File: config.mk
export PLATFORM = sky130hd
export DESIGN_NAME = cmp_timer_chan
export DESIGN_NICKNAME = d
export VERILOG_FILES = /design/src/rtl/cmp_timer_pkg.sv /design/src/rtl/cmp_timer_regs.sv /design/src/rtl/cmp_timer_cond.sv /design/src/rtl/cmp_timer_irq.sv /design/src/rtl/cmp_timer_chan.sv
export SDC_FILE = /design/constraint.sdc
export NUM_CORES = 1
export LEC_CHECK = 0
export BUFFER_PORTS_ARGS = -buffer_cell sky130_fd_sc_hd__buf_2
export CORE_MARGIN = 8
export CORE_UTILIZATION = 53
export DETAILED_ROUTE_END_ITERATION = 10
export PLACE_DENSITY = 0.83
export SLEW_MARGIN = 20
export SYNTH_ARGS = -nofsm -noshare
export SYNTH_HDL_FRONTEND = slang
export SYNTH_HIERARCHICAL = 1
export SYNTH_SLANG_ARGS = --single-unit
File: constraint.sdc
create_clock -name clk -period 5.6 [get_ports clk]
set_input_delay 0.84 -clock clk [delete_from_list [all_inputs] [get_ports clk]]
set_output_delay 0.84 -clock clk [all_outputs]
set_load 0.01 [all_outputs]
File: src/rtl/cmp_timer_pkg.sv
package cmp_timer_pkg;
  // Control word bit positions (software-visible layout)
  localparam int unsigned CTL_EN_BIT   = 0;
  localparam int unsigned CTL_MASK_BIT = 1;
  localparam int unsigned CTL_STAT_BIT = 2;
  localparam int unsigned CTL_W        = 3;

  // Register select encodings
  localparam logic SEL_CTL = 1'b0;
  localparam logic SEL_CMP = 1'b1;

  typedef struct packed {
    logic en;
    logic mask;
  } ctl_rw_t;
endpackage

File: src/rtl/cmp_timer_regs.sv
module cmp_timer_regs
  import cmp_timer_pkg::*;
#(
  parameter int unsigned CNT_W = 64
) (
  input  logic             clk,
  input  logic             rst_n,
  input  logic             wr_en_i,
  input  logic             wr_sel_i,
  input  logic [CNT_W-1:0] wr_data_i,
  output ctl_rw_t          ctl_o,
  output logic [CNT_W-1:0] cmp_o
);
  ctl_rw_t          ctl_q, ctl_d;
  logic [CNT_W-1:0] cmp_q, cmp_d;
  logic             ctl_we, cmp_we;

  always_comb begin
    ctl_we = wr_en_i && (wr_sel_i == SEL_CTL);
    cmp_we = wr_en_i && (wr_sel_i == SEL_CMP);
    ctl_d  = ctl_q;
    cmp_d  = cmp_q;
    if (ctl_we) begin
      ctl_d.en   = wr_data_i[CTL_EN_BIT];
      ctl_d.mask = wr_data_i[CTL_MASK_BIT];
    end
    if (cmp_we) begin
      cmp_d = wr_data_i;
    end
  end

  always_ff @(posedge clk or negedge rst_n) begin
    if (!rst_n) begin
      ctl_q <= '0;
      cmp_q <= '0;
    end else begin
      ctl_q <= ctl_d;
      cmp_q <= cmp_d;
    end
  end

  assign ctl_o = ctl_q;
  assign cmp_o = cmp_q;
endmodule

File: src/rtl/cmp_timer_cond.sv
module cmp_timer_cond #(
  parameter int unsigned CNT_W = 64
) (
  input  logic             clk,
  input  logic             rst_n,
  input  logic [CNT_W-1:0] count_i,
  input  logic [CNT_W-1:0] cmp_i,
  input  logic             en_i,
  output logic             cond_o,
  output logic             stat_o
);
  logic stat_q, stat_d;

  always_comb begin
    cond_o = (count_i >= cmp_i);
    // Disabled: the flag has no defined meaning, so it simply holds.
    stat_d = en_i ? cond_o : stat_q;
  end

  always_ff @(posedge clk or negedge rst_n) begin
    if (!rst_n) stat_q <= 1'b0;
    else        stat_q <= stat_d;
  end

  assign stat_o = stat_q;
endmodule

File: src/rtl/cmp_timer_irq.sv
module cmp_timer_irq (
  input  logic clk,
  input  logic rst_n,
  input  logic cond_i,
  input  logic en_i,
  input  logic mask_i,
  output logic irq_o
);
  logic irq_q, irq_d;

  always_comb begin
    irq_d = en_i && !mask_i && cond_i;
  end

  always_ff @(posedge clk or negedge rst_n) begin
    if (!rst_n) irq_q <= 1'b0;
    else        irq_q <= irq_d;
  end

  assign irq_o = irq_q;
endmodule

File: src/rtl/cmp_timer_chan.sv
module cmp_timer_chan
  import cmp_timer_pkg::*;
#(
  parameter int unsigned CNT_W = 64,
  parameter int unsigned SYNC_STAGES = 2
) (
  input  logic             clk,
  input  logic             rst_n,
  input  logic [CNT_W-1:0] count_i,
  input  logic             wr_en_i,
  input  logic             wr_sel_i,
  input  logic [CNT_W-1:0] wr_data_i,
  input  logic             rd_sel_i,
  output logic [CNT_W-1:0] rd_data_o,
  output logic             irq_o
);
  localparam int unsigned PAD_W = CNT_W - CTL_W;

  // Reset: asserted asynchronously, released through a synchronizer.
  logic [SYNC_STAGES-1:0] rst_sync_q;
  logic                   rst_int_n;

  always_ff @(posedge clk or negedge rst_n) begin
    if (!rst_n) rst_sync_q <= '0;
    else        rst_sync_q <= {rst_sync_q[SYNC_STAGES-2:0], 1'b1};
  end
  assign rst_int_n = rst_sync_q[SYNC_STAGES-1];

  ctl_rw_t          ctl;
  logic [CNT_W-1:0] cmp_val;
  logic             cond;
  logic             stat;

  cmp_timer_regs #(.CNT_W(CNT_W)) u_regs (
    .clk       (clk),
    .rst_n     (rst_int_n),
    .wr_en_i   (wr_en_i),
    .wr_sel_i  (wr_sel_i),
    .wr_data_i (wr_data_i),
    .ctl_o     (ctl),
    .cmp_o     (cmp_val)
  );

  cmp_timer_cond #(.CNT_W(CNT_W)) u_cond (
    .clk     (clk),
    .rst_n   (rst_int_n),
    .count_i (count_i),
    .cmp_i   (cmp_val),
    .en_i    (ctl.en),
    .cond_o  (cond),
    .stat_o  (stat)
  );

  cmp_timer_irq u_irq (
    .clk    (clk),
    .rst_n  (rst_int_n),
    .cond_i (cond),
    .en_i   (ctl.en),
    .mask_i (ctl.mask),
    .irq_o  (irq_o)
  );

  logic [CTL_W-1:0] ctl_word;
  always_comb begin
    ctl_word               = '0;
    ctl_word[CTL_EN_BIT]   = ctl.en;
    ctl_word[CTL_MASK_BIT] = ctl.mask;
    ctl_word[CTL_STAT_BIT] = stat;
    rd_data_o = (rd_sel_i == SEL_CMP) ? cmp_val : {{PAD_W{1'b0}}, ctl_word};
  end
endmodule

Yosys cells after proc, flatten, opt, wreduce, memory -nomap -nowiden. Cells that the tools add are included.

Order comparisons: 1. Muxes and demuxes: 1. Bitwise logic cells: 1. Reduce and logical (&&, ||, !) cells: 5.

Operators by type and width (count): $ge A64 B64 Y1 (1); $mux W64 (1); $logic_and A1 B1 Y1 (4); $logic_not A1 Y1 (1); $not A1 Y1 (1).

Flip-flop bits (word level): 70. Bits of input ports: 133. Output and inout bits: 65. Word-level logic and storage cells: 14.

Depth between registers and ports, before layout.
Depth after elaboration: 3. Depth in mapped cells: 9. Gate-level depth less buffers: 9.

Modules after synthesis. The synthesis kept the hierarchy.

Modules (own cells, without submodules): cmp_timer_regs (instances 1, cells each 140, area each 2492.4 um2, sequential area each 1651.6 um2); cmp_timer_cond (instances 1, cells each 228, area each 1649.1 um2, sequential area each 25.0 um2); cmp_timer_chan (instances 1, cells each 74, area each 559.3 um2, sequential area each 50.0 um2); cmp_timer_irq (instances 1, cells each 2, area each 33.8 um2, sequential area each 25.0 um2).

Least setup slack after synthesis. Ideal clock, no wire load.

Path kind: input to register. From: in count_i[4]. To: reg u_irq.irq_q (netlist: u_irq/irq_o). Setup time: 120 ps. Arrival: 2332 ps. Data required time: 5480 ps. Slack: 3148 ps. Stages on the path: 8. Path buffers: 0. Cells stage by stage: ha_1 -> a21o_1 -> a211o_1 -> a41oi_1 -> nor4b_1 -> o311ai_2 -> nand3_1 -> and3b_1.

Cells in the longest elaborated chain, start to end: 2.

RTL lines: start, declared (line cmp_timer_chan.sv:9) `input logic [CNT_W-1:0] count_i,`; $ge A64 B64 Y1 (line cmp_timer_cond.sv:15) `cond_o = (count_i >= cmp_i);`; named net cond (line cmp_timer_chan.sv:31) `logic cond;`; $logic_and A1 B1 Y1 (line cmp_timer_irq.sv:12) `irq_d = en_i && !mask_i && cond_i;`; named net u_irq.irq_d (line cmp_timer_irq.sv:9) `logic irq_q, irq_d;`; end signal, assigned (line cmp_timer_irq.sv:17) `else irq_q <= irq_d;`; end, declared (line cmp_timer_irq.sv:9).

The timed path passes the listed nets, and every way through them passes these cells. A chain may end at the register's enable or synchronous reset.

Worst setup path in the final report.
From: in rd_sel_i. To: out rd_data_o[2].

Cells in the longest elaborated chain, start to end: 1.

RTL lines: start, declared (line cmp_timer_chan.sv:13) `input logic rd_sel_i,`; $mux W64 (line cmp_timer_chan.sv:69) `rd_data_o = (rd_sel_i == SEL_CMP) ? cmp_val : {{PAD_W{1'b0}}, ctl_word};`; end, declared (line cmp_timer_chan.sv:14) `output logic [CNT_W-1:0] rd_data_o,`.

Every way passes these cells.

==> summary.md <==
| Metric | Value |
|---|---|
| Number of cells on the critical path | 3 |
| Fin nets | 838 |
| P_leak | 3.31 nW |
| Gr busiest metal | met2 |
| Register area share after synthesis | 37.0% |
| Root Buffer Master | clkbuf_8 |
| Total power | 0.00162 W |
| Mapped Nets | 641 |
| Outcome | finished, final reports clean |
| Critical Path Sink | rd_data_o[2] |
| Number of global-route vias before repair | 4399 |
| Period utilisation layout | 51.9% |
| DIE WIDTH | 111 µm |
| YS warnings | 6 |
| Synthesized instance count | 444 |
| Port bufs | 197 |
| CP endpoint kind | output port |
| GPL Wtd Cong | 0.817 |
| Clock latency on the worst-skew pair | 0.34 ns |
| Layout cell share with drive strength beyond 1 | 44.9% |
| CTS tree | done |
| Via Count | 3855 |
| R2r setup slk | 3.38 ns |
| Highest clock rate | 0.344 GHz |
| Worst path slowest cell | buf_2 |
| Post-route setup TNS | 0 ns |
| R2R Path Start | u_regs/cmp_o[4] |
| Die Ht | 111 µm |
| Min Tclk post-route | 2.90 ns |
| Crit-path cells | buf_2 -> mux2_4 -> buf_2 |
| Power Dens Cells | 272 nW/µm² |
| Met2 Use GR | 35.7% |
| Post-synthesis average cell area | 10.7 µm² |
| Largest cells by area after synthesis | dfrtp_1, ha_1, mux2_2, and2_1, inv_1 |
| Critical path arrival | 2.06 ns |
| Total GRT Usage | 20.5% |
| Initial Util | 54.6% |
| Max Buffers Root-to-Sink | 2 |
| Multi-input gate area | 2570 µm² |
| Cell row count | 34 |
| Most numerous cell on the critical path | buf_2 |
| Post CTS Setup Buffer Count | 0 |
| Max_cap viols | 0 |
| RR Endpoint | u_irq/irq_o |
| Post-CTS sizing | 0 |
| Sequential Area | 1750 µm² |
| Gr ovfl total | 0 |
| Post-DP HPWL | 10200 µm |
| Largest net degree at the start of global routing | 65 |
| Worst Setup SP | rd_sel_i |
| Antenna cells | 0 |
| Setup Viol. Count Final | 0 |
| Yosys top cell area share | 37.0% |
| Routed len/inst | 16.7 µm |
| 1st-iter DRT viols | 98 |
| Routed Antenna Nets | 0 |
| Final slew viol count | 0 |
| Met1 Resource Use GR | 24.2% |
| Most frequent cells in the layout | buf_2, dfrtp_1, inv_1, mux2_2, ha_1 |
| Top Ports | 198 |
| Clock-pin slew on the worst setup and hold paths | 0.08 ns |
| Initial antenna violation count | 0 |
| Via/cell ratio | 5.11 |
| DRT Wirelength | 12600 µm |
| Hold buffer count at cts | 0 |
| Global-route wire length before repair | 21000 µm |
| DRC errors left | 0 |
| Cell count of the worst reg-to-reg path | 9 |
| Synth cell types | 35 |
| Count of state elements after synthesis | 70 |
| Fill cells | 677 |
| Die Footprint | 12200 µm² |
| Worst setup path class | in2out |
| Hold Crit Class | reg2async |
| VDD IR max | 0.000155 V |
| WHS | 0.244 ns |
| Area Growth Syn to Fin | 26.0% |
| Final Hold Violating Endpoints | 0 |
| Synth Cell Area | 4730 µm² |
| Worst path required time | 4.76 ns |
| Crit-path max cell delay | 0.68 ns |
| Startpoint Class | input port |
| Worst Path Buf+Inv | 2 |
| CTS Buf Count | 9 |
| DR pass1 iterations | 4 |
| GRT met3 Usage | 6.55% |
| Core area | 8680 µm² |
| Crit path max fanout | 64 |
| Most common cell after layout, fill and taps aside | buf_2 |
| RSZ-0062 raised after global routing | false |
| Yosys top cell by area | dfrtp_1 |
| CTS H-tree depth | 3 |
| Total clock sinks | 70 |
| Fin Clk Skew | 0.0141 ns |
| Worst-Margin Slew | 0.913 ns |
| Top delay family on crit path | buffers and inverters |
| Worst rel slew slack | 39.1% |
## layout make-up
class                      count  share of cell area (%)
tap                          108                    2.26
clock buffer                  11                    2.54
inverter                      66                    4.15
multi-input combinational    295                    43.1
timing repair buffer         199                    16.8
clock inverter                 5                    1.76
sequential                    70                    29.4
## sequential cells by signal (all words and copies together) (netlist names)
register / flops
u_regs/ctl_o: 2
u_cond/stat_o: 1
u_regs/cmp_o: 64
rst_sync_q: 2
u_irq/irq_o: 1
## kinds of logic (layout without fill, tap and decap cells)
logic type	Yosys count	count (layout)	share of synthesized area, %
adders and majority gates	64	64	16.9
DFF	70	70	37.0
AOI/OAI and AO/OA	53	53	7.03
muxes	69	69	16.6
and+or+nand+nor	108	108	13.7
other	1	1	0.0792
buffers and inverters	79	281	8.64
## synth_stat cells
| library cell | number |
|---|---|
| a211o_1 | 1 |
| nor3_1 | 2 |
| nand4_1 | 10 |
| buf_6 | 7 |
| mux2_2 | 66 |
| conb_1 | 1 |
| a21o_1 | 9 |
| nor4_1 | 1 |
| nor4b_1 | 1 |
| nand2_2 | 1 |
| mux2_4 | 3 |
| and3b_1 | 1 |
| nand2_1 | 14 |
| or2_1 | 2 |
| clkbuf_8 | 6 |
| a21oi_1 | 23 |
| nand2b_1 | 2 |
| nor4_4 | 1 |
| o21ai_0 | 11 |
| or2b_2 | 1 |
| inv_1 | 66 |
| dfrtp_1 | 70 |
| and4_1 | 1 |
| a221oi_1 | 2 |
| nor2b_1 | 2 |
| a22oi_1 | 1 |
| nor2_1 | 4 |
| ha_1 | 64 |
| a41oi_2 | 1 |
| a211oi_1 | 1 |
| o311ai_2 | 1 |
| nand3_1 | 4 |
| a41oi_1 | 1 |
| a31oi_1 | 2 |
| and2_1 | 61 |
## per-layer routing
metal,routed length (µm),vias up
met5,0,-
met4,34,0
met3,898,4
met2,6320,137
met1,5360,1810
li1,-,1904
## worst min-delay path by stage
stage,endpoint,slack [ns],cells after the start
2_1_floorplan,rst_sync_q[1],0.33,0
3_3_place_gp,u_regs/cmp_o[7],0.25,0
3_5_place_dp,u_regs/cmp_o[7],0.26,0
4_1_cts,rst_sync_q[1],0.25,1
5_1_grt,rst_sync_q[0],0.25,1
6_report,u_regs/cmp_o[7],0.24,0
## metrics by stage
stage / utilization [%] / setup slack (ns) / cell area [µm²] / instances
3_3_place_gp: 65.8 / 2.74 / 5710 / 738
2_1_floorplan: - / 3.15 / 4730 / 444
5_1_grt: 68.8 / 2.61 / 5970 / 754
6_report: 68.8 / 2.70 / 5970 / 754
3_5_place_dp: 65.8 / 2.71 / 5710 / 738
4_1_cts: 68.8 / 2.70 / 5970 / 754
## report_power, final
part | leakage [nW] | switching (W) | internal (W)
clock | 0.122 | 0.000195 | 0.000320
combinational | 2.37 | 0.000227 | 0.000244
sequential | 0.822 | 0.0000576 | 0.000580
total | 3.31 | 0.000479 | 0.00114
Power figures use the tool's default switching activity.
